$ cat src/rtl/mrx_pkg.sv
package mrx_pkg;

    typedef enum logic [0:0] {
        PH_HUNT = 1'b0,
        PH_DATA = 1'b1
    } phase_t;

    typedef struct packed {
        logic rise;
        logic fall;
    } edge_t;

    typedef struct packed {
        logic stb;
        logic val;
    } bit_evt_t;

    function automatic int mid_min(input int osr);
        return (osr * 3) / 4;
    endfunction

    function automatic int idle_lim(input int osr);
        return (osr * 3) / 2;
    endfunction

endpackage

$ cat src/rtl/mrx_sync.sv
module mrx_sync
    import mrx_pkg::*;
#(
    parameter int STAGES = 2
) (
    input  logic  clk,
    input  logic  rst,
    input  logic  din,
    output edge_t edge_o
);
    logic [STAGES:0] pipe;

    always_ff @(posedge clk) begin
        if (rst) pipe <= '0;
        else     pipe <= {pipe[STAGES-1:0], din};
    end

    always_comb begin
        edge_o.rise = pipe[STAGES-1] & ~pipe[STAGES];
        edge_o.fall = ~pipe[STAGES-1] & pipe[STAGES];
    end
endmodule

$ cat src/rtl/mrx_timing.sv
module mrx_timing
    import mrx_pkg::*;
#(
    parameter int OSR = 16
) (
    input  logic     clk,
    input  logic     rst,
    input  edge_t    edge_i,
    output bit_evt_t bit_o,
    output logic     idle_o
);
    localparam int MID_MIN = mid_min(OSR);
    localparam int IDLE_LIM = idle_lim(OSR);
    localparam int CNT_W = $clog2(IDLE_LIM + 1);
    localparam logic [CNT_W-1:0] MID_C = CNT_W'(MID_MIN);
    localparam logic [CNT_W-1:0] SAT_C = CNT_W'(IDLE_LIM);

    logic [CNT_W-1:0] cnt;
    logic             any_edge;

    assign any_edge = edge_i.rise | edge_i.fall;

    always_ff @(posedge clk) begin
        if (rst) begin
            cnt    <= SAT_C;
            bit_o  <= '0;
            idle_o <= 1'b0;
        end else begin
            bit_o.stb <= 1'b0;
            idle_o    <= 1'b0;
            if (any_edge && cnt >= MID_C) begin
                cnt   <= '0;
                bit_o <= '{stb: 1'b1, val: edge_i.rise};
            end else if (cnt != SAT_C) begin
                cnt <= cnt + 1'b1;
                if (cnt == SAT_C - 1'b1) idle_o <= 1'b1;
            end
        end
    end
endmodule

$ cat src/rtl/mrx_framer.sv
module mrx_framer
    import mrx_pkg::*;
#(
    parameter int DATA_W  = 8,
    parameter int PRE_MIN = 8
) (
    input  logic              clk,
    input  logic              rst,
    input  bit_evt_t          bit_i,
    input  logic              idle_i,
    output logic [DATA_W-1:0] rx_byte,
    output logic              byte_valid,
    output logic              frame_end
);
    localparam int ALT_W = $clog2(PRE_MIN + 1);
    localparam int BC_W  = $clog2(DATA_W);
    localparam logic [ALT_W-1:0] ALT_MAX = ALT_W'(PRE_MIN);
    localparam logic [BC_W-1:0]  BC_LAST = BC_W'(DATA_W - 1);

    phase_t            phase;
    logic              last_bit;
    logic [ALT_W-1:0]  alt_cnt;
    logic [DATA_W-1:0] shreg;
    logic [BC_W-1:0]   bcnt;
    logic [DATA_W-1:0] next_sh;

    assign next_sh = {bit_i.val, shreg[DATA_W-1:1]};

    always_ff @(posedge clk) begin
        if (rst) begin
            phase      <= PH_HUNT;
            last_bit   <= 1'b0;
            alt_cnt    <= '0;
            shreg      <= '0;
            bcnt       <= '0;
            rx_byte    <= '0;
            byte_valid <= 1'b0;
            frame_end  <= 1'b0;
        end else begin
            byte_valid <= 1'b0;
            frame_end  <= 1'b0;
            if (idle_i) begin
                if (phase == PH_DATA) frame_end <= 1'b1;
                phase   <= PH_HUNT;
                alt_cnt <= '0;
                bcnt    <= '0;
            end else if (bit_i.stb) begin
                if (phase == PH_HUNT) begin
                    last_bit <= bit_i.val;
                    if (alt_cnt == '0 || bit_i.val != last_bit) begin
                        if (alt_cnt != ALT_MAX) alt_cnt <= alt_cnt + 1'b1;
                    end else if (bit_i.val && alt_cnt == ALT_MAX) begin
                        phase <= PH_DATA;
                        bcnt  <= '0;
                    end else begin
                        alt_cnt <= ALT_W'(1);
                    end
                end else begin
                    shreg <= next_sh;
                    if (bcnt == BC_LAST) begin
                        rx_byte    <= next_sh;
                        byte_valid <= 1'b1;
                        bcnt       <= '0;
                    end else begin
                        bcnt <= bcnt + 1'b1;
                    end
                end
            end
        end
    end
endmodule

$ cat src/rtl/mrx_receiver.sv
module mrx_receiver
    import mrx_pkg::*;
#(
    parameter int OSR     = 16,
    parameter int DATA_W  = 8,
    parameter int PRE_MIN = 8,
    parameter int SYNC_N  = 2
) (
    input  logic              clk,
    input  logic              rst,
    input  logic              rx_line,
    output logic [DATA_W-1:0] rx_byte,
    output logic              byte_valid,
    output logic              frame_end
);
    edge_t    line_edge;
    bit_evt_t bit_evt;
    logic     idle_evt;

    mrx_sync #(.STAGES(SYNC_N)) u_sync (
        .clk(clk), .rst(rst), .din(rx_line), .edge_o(line_edge)
    );

    mrx_timing #(.OSR(OSR)) u_timing (
        .clk(clk), .rst(rst), .edge_i(line_edge),
        .bit_o(bit_evt), .idle_o(idle_evt)
    );

    mrx_framer #(.DATA_W(DATA_W), .PRE_MIN(PRE_MIN)) u_framer (
        .clk(clk), .rst(rst), .bit_i(bit_evt), .idle_i(idle_evt),
        .rx_byte(rx_byte), .byte_valid(byte_valid), .frame_end(frame_end)
    );
endmodule

$ cat config.mk
export PLATFORM = sky130hd
export DESIGN_NAME = mrx_receiver
export DESIGN_NICKNAME = d
export VERILOG_FILES = /design/src/rtl/mrx_pkg.sv /design/src/rtl/mrx_sync.sv /design/src/rtl/mrx_timing.sv /design/src/rtl/mrx_framer.sv /design/src/rtl/mrx_receiver.sv
export SDC_FILE = /design/constraint.sdc
export NUM_CORES = 1
export LEC_CHECK = 0
export BUFFER_PORTS_ARGS = -buffer_cell sky130_fd_sc_hd__buf_2
export CORE_MARGIN = 2
export CORE_UTILIZATION = 60
export CTS_CLUSTER_SIZE = 25
export DETAILED_ROUTE_END_ITERATION = 12
export GPL_TIMING_DRIVEN = 0
export PLACE_DENSITY_LB_ADDON = 0.05
export SKIP_CTS_REPAIR_TIMING = 1
export SLEW_MARGIN = 0
export SYNTH_ARGS = -nofsm -noshare
export SYNTH_HDL_FRONTEND = slang
export SYNTH_SLANG_ARGS = --single-unit
export TNS_END_PERCENT = 10
$ cat constraint.sdc
create_clock -name clk -period 2.9 [get_ports clk]
set_clock_uncertainty 0.2 [all_clocks]
set_input_delay 0.58 -clock clk [delete_from_list [all_inputs] [get_ports clk]]
set_output_delay 0.58 -clock clk [all_outputs]
set_load 0.05 [all_outputs]
**Yosys cells after proc, flatten, opt, wreduce, memory -nomap -nowiden**

Cells that the tools add are included.

- Bits in registers: 38
- Input port bits: 3
- Output and inout port bits: 10
- Logic and storage cells: 68

- Add/sub/neg operators: 3
- Magnitude comparators: 1
- Equality and inequality tests: 9
- Mux-type cells: 16
- Bitwise logic cells: 9
- Reduce and logical (&&, ||, !) cells: 16

Operator list:

| cell | count |
|---|---|
| 3-bit two-way mux | 4 |
| 4-bit two-way mux | 3 |
| 5-bit two-way mux | 2 |
| 3-bit AND reduction | 3 |
| 4-bit AND reduction | 2 |
| 1-bit two-way mux | 6 |
| 1-bit inverter | 6 |
| 2-bit OR reduction | 3 |
| 5-bit by 1-bit adder with 5-bit output, second input constant | 1 |
| 5-bit equality test, second input constant | 1 |
| 5-bit by 4-bit >= comparator with 1-bit output, second input constant | 1 |
| 5-bit inequality test, second input constant | 1 |
| 4-bit by 1-bit adder with 4-bit output, second input constant | 1 |
| 4-bit equality test, second input constant | 1 |
| 4-bit zero test | 1 |
| 2-bit by 1-bit inequality test with 1-bit output, second input constant | 2 |
| 4-bit inequality test, second input constant | 1 |
| 2-bit nonzero test | 2 |
| 4-bit OR reduction | 1 |
| 3-bit by 1-bit adder with 3-bit output, second input constant | 1 |
| 3-bit equality test, second input constant | 1 |
| 3-bit OR reduction | 1 |
| 1-bit bitwise AND | 2 |
| 1-bit logical AND | 2 |
| 5 further kinds | 5 |

**Logic depth before layout (Yosys ltp)**

- Depth in word-level cells: 5
- Depth in mapped cells: 6
- Gate-level depth less buffers: 6

**Modules after synthesis**

Synthesis repeated with hierarchy kept, for this count alone.

- Cell total of the unflattened synthesis: 168
- Area, all modules: 1,621.6 um^2

Modules (own cells, without submodules):

| module | instances | cells each | area each (um^2) | sequential area each (um^2) |
|---|---|---|---|---|
| mrx_framer | 1 | 125 | 1,167.4 | 520.5 |
| mrx_timing | 1 | 35 | 362.8 | 160.2 |
| mrx_sync | 1 | 8 | 91.3 | 60.1 |

**Worst setup path after synthesis**

No wires, ideal clock.

- Kind: input port to flip-flop
- Start point: input rst
- End point: register u_framer.bcnt[0]
- Library setup time: 59 ps
- Arrival time: 1,340 ps
- Required time: 2,641 ps
- Setup slack: 1,301 ps
- Stages on the path: 5
- Path buffers: 2
- Cell sequence: buf_2 or2_1 clkbuf_1 nor4_1 a31o_1

- Word-level cells in the longest chain between the ends: 1

RTL lines:

| what | line | RTL |
|---|---|---|
| start: declaration | mrx_receiver.sv:10 | `input logic rst,` |
| 2-bit OR reduction (no source line) | -- |  |
| end signal: assignment | mrx_framer.sv:65 | `bcnt <= bcnt + 1'b1;` |
| end: declaration | mrx_framer.sv:24 | `logic [BC_W-1:0] bcnt;` |

No other way between the ends.
A chain may end at the register's enable or synchronous reset.

**Worst setup path after layout**

- Start point: register u_framer.alt_cnt[0]
- End point: register u_framer.alt_cnt[2]

- Word-level cells in the longest chain between the ends: 4
- Elaborated cells on any way between the ends: 11
- Classes of those cells: add/sub: 1; eq/ne: 4; mux: 2; reduce/logical: 4

RTL lines:

| what | line | RTL |
|---|---|---|
| start: declaration | mrx_framer.sv:22 | `logic [ALT_W-1:0] alt_cnt;` |
| start signal: assignment | mrx_framer.sv:51 | `if (alt_cnt != ALT_MAX) alt_cnt <= alt_cnt + 1'b1;` |
| parallel branches: the longest is 4 deep, another holds 4-bit by 1-bit adder with 4-bit output | -- |  |

Several ways; the timed one is not identified. The select of a mux whose other input is x is not followed.

==> impl_metrics.toml <==
[finish]
area_used_by_multi_input_combinational_logic_sq_um = 785
fraction_of_layout_instances_using_a_drive_strength_above_1 = 0.226
layout.cells.most_common_list = "37 x sky130_fd_sc_hd__dfxtp_1, 29 x sky130_fd_sc_hd__nand2_1, 13 x sky130_fd_sc_hd__nor2_1, 13 x sky130_fd_sc_hd__a21oi_1, 12 x sky130_fd_sc_hd__buf_2"
fillerInstances = 204
flow.area_growth_from_synthesis_pct = 11.1
post-route-util = 0.710
mostFrequentLayoutCell = "sky130_fd_sc_hd__dfxtp_1"
final_nets = 204
antenna_cells = 0
sequential_cell_area_sq_um = 741

[global_routing]
global_route_wire_length_before_repair_mm = 4.79
antenna_violations_before_repair = 0
grt_util_all_layers = 0.194
grt_max_degree = 12
overall_overflow_remaining_after_global_route = 0
number_of_global_route_vias_before_repair = 1144

[power_and_ir_drop]
power_density_nw_per_um2 = 569
static-leakage-power_nw = 0.666
switching_power_uw = 236
pwr-share-comb = 0.097
share_seq_of_total_power = 0.540
clock_power_share = 0.363
power_switching_share = 0.234
p_int_uw = 775
power.ir.vdd_worst_v = 0.000667

[floorplanning]
floorplan.initialDensity = 0.639
floorplan.io_pins = 13
std_cell_rows = 18
die_x_microns = 55.6
fp.dieH_microns = 55.6
placeableCoreArea_sq_um = 2500
die-area_sq_um = 3090

[synth]
async_reset_ff_frac = 0
syn_area_sq_um = 1600
synthFlopType = "sky130_fd_sc_hd__dfxtp_1"
synth.yosys.seq_area_share = 0.464
synthesis.area_per_instance_sq_um = 9.08
synth_edf_count = 0
synth-warning-count = 0
post_synth_inst_count = 176
synth_nets = 186
netlist-cell-type-count = 36
synth.ff_latch_count = 37

[cts]
clock_tree.buffer_depth = 2
tritoncts_num_sinks = 37
tritoncts_clock_tree = "yes"
numCtsBuffers = 5
cts.root.buffer_cell = "sky130_fd_sc_hd__clkbuf_4"
htree_levels = 2
worst_skew_pair.late_latency_ns = 0.34
path_clk_slew_ns = 0.10

[sta]
period_utilization = 0.608
tightestPinTransition_ns = 0.516
post-route-worst-setup-slack_ns = 1.14
worst_slew_margin_rel = 0.656
setup_viol_count_final = 0
min_tclk_post_route_ns = 1.76
report.final.slew_viol_count = 0
setup_repair_after_global_routing_missed_its_margin = "no"
finalSetupTns_ns = 0
hold_violations = 0
fmaxAchievable_mhz = 567

[placement]
placement.setup.worst_slack_ns = 1.16
dp.final_hpwl_mm = 2.00
gp_routability_congestion = 0.822
count_of_input_and_output_buffers = 11

[setup_path]
cp_top_family = "compound AO/OA/AOI/OAI gates"
crit_path_cell_trace = "inv_1 -> ha_1 -> inv_1 -> o32ai_2 -> a21boi_1 -> o32ai_2"
worstSetupPathType = "register to register"
critical_path_arrival_ns = 1.82
worst_r2r_startpoint = "u_framer.alt_cnt[0]"
cpPeakStageDelay_ns = 0.40
crit_path_max_fanout = 6
reg2reg_setup_slack_ns = 1.14
cp_num_buf_inv = 2
required_time_of_the_worst_setup_path_ns = 2.95
path_depth = 6
length_in_cells_of_the_worst_reg_to_reg_path = 6
timing.critical_path.to = "u_framer.alt_cnt[2]"
critPathSlowestCell = "sky130_fd_sc_hd__o32ai_2"
worstSetupStartpoint = "u_framer.alt_cnt[0]"
critical_path.startpoint_type = "register"
timing.rr.end = "u_framer.alt_cnt[2]"
setup.worst_path.end_class = "register"

[job]
drv_cap = 0

[route]
via_count = 1255
detailedRoute.firstIterationViolations = 20
remaining_drc_errors = 0
drt-vias-per-instance = 5.58
drt_pass1_iterations = 4
route.antenna.remaining_nets = 0
wire_per_inst_microns = 12.0
wirelength_mm = 2.70

[worst_hold_path]
type_of_the_most_critical_hold_path = "input port to register"

[run_status]
status = "completed"
## synth_stat cells (all sizes together) (2+ instances only)
cell type / number / area (sq um)
clkbuf: 2 / 7.51
dfxtp: 37 / 741
xor2: 2 / 17.5
nand3: 5 / 25.0
and2: 2 / 17.5
ha: 7 / 87.6
nand2b: 3 / 18.8
nand2: 37 / 159
o32ai: 2 / 32.5
a31oi: 2 / 12.5
a21oi: 21 / 135
a32o: 2 / 20.0
or2: 3 / 18.8
o21ai: 4 / 20.0
inv: 8 / 30.0
nor3: 4 / 20.0
xnor2: 2 / 17.5
nor2: 13 / 48.8
nand4b: 2 / 17.5
buf: 5 / 35.0
nor2b: 3 / 18.8
## worst reg2reg max path, stage by stage, from the launching register on
cell and delay, ns:
sky130_fd_sc_hd__dfxtp_1 0.37, sky130_fd_sc_hd__inv_1 0.07, sky130_fd_sc_hd__ha_1 0.22, sky130_fd_sc_hd__inv_1 0.07
sky130_fd_sc_hd__o32ai_2 0.40, sky130_fd_sc_hd__a21boi_1 0.14, sky130_fd_sc_hd__o32ai_2 0.21
## power groups by stage
stage / clock, mW / combinational (mW) / sequential [mW]
floorplan: 0 / 0.0805 / 0.553
global placement: 0 / 0.0905 / 0.555
detailed placement: 0 / 0.0987 / 0.557
CTS: 0.376 / 0.0990 / 0.546
global route: 0.394 / 0.114 / 0.549
finish: 0.367 / 0.0983 / 0.546
## state kept, by name, indices dropped and copies added (netlist names)
register,flops
u_framer.rx_byte,8
u_framer.shreg,7
u_timing.cnt,5
u_framer.alt_cnt,4
u_framer.bcnt,3
u_sync.pipe,3
u_timing.bit_o,2
u_framer.byte_valid,1
u_framer.frame_end,1
u_framer.last_bit,1
u_framer.phase,1
u_timing.idle_o,1
## stage by stage
stage	hold slack (ns)	area (sq um)	power (mW)	std cells
4_1_cts	0.237	1780	1.02	225
2_1_floorplan	0.214	1600	0.634	176
3_3_place_gp	0.219	1690	0.646	217
3_5_place_dp	0.228	1690	0.656	217
6_report	0.242	1780	1.01	225
5_1_grt	0.236	1780	1.06	225
## kinds of logic (layout without fill, tap and decap cells)
kind of cell / count (synthesis) / in the layout / synth area share
simple gates: 75 / 75 / 0.232
compound gates: 38 / 38 / 0.182
flops: 37 / 37 / 0.464
buf+inv: 15 / 34 / 0.0454
fa+ha+maj: 7 / 7 / 0.0548
xor+xnor: 4 / 4 / 0.0219
## layer usage
metal | part of all wire | GRT usage | up-vias
met1 | 0.48 | 0.247 | 592
met3 | 0.040 | 0.0512 | 8
met5 | 0 | 0 | -
li1 | - | - | 632
met4 | 0.021 | 0.0976 | 0
met2 | 0.46 | 0.304 | 23
## worst min-delay path by stage
stage | depth (start not counted) | slack, ns | endpoint | start
after floorplan | 1 | 0.21 | u_sync.pipe[1] | u_sync.pipe[0]
after global placement | 1 | 0.22 | u_sync.pipe[1] | u_sync.pipe[0]
after detailed placement | 1 | 0.23 | u_sync.pipe[1] | u_sync.pipe[0]
after CTS | 2 | 0.24 | u_sync.pipe[0] | rx_line
after global routing | 2 | 0.24 | u_sync.pipe[0] | rx_line
final | 2 | 0.24 | u_sync.pipe[0] | rx_line
## final cells by class
class | instances | share of cell area
multi-input cells | 124 | 0.442
inverters | 8 | 0.0169
plain buffers | 7 | 0.0240
clock buffers | 7 | 0.0310
repair buffers | 11 | 0.0310
flip-flops and latches | 37 | 0.417
clock inverters | 1 | 0.0169
well taps | 30 | 0.0211
No activity file was read; power rests on OpenSTA's default activity.
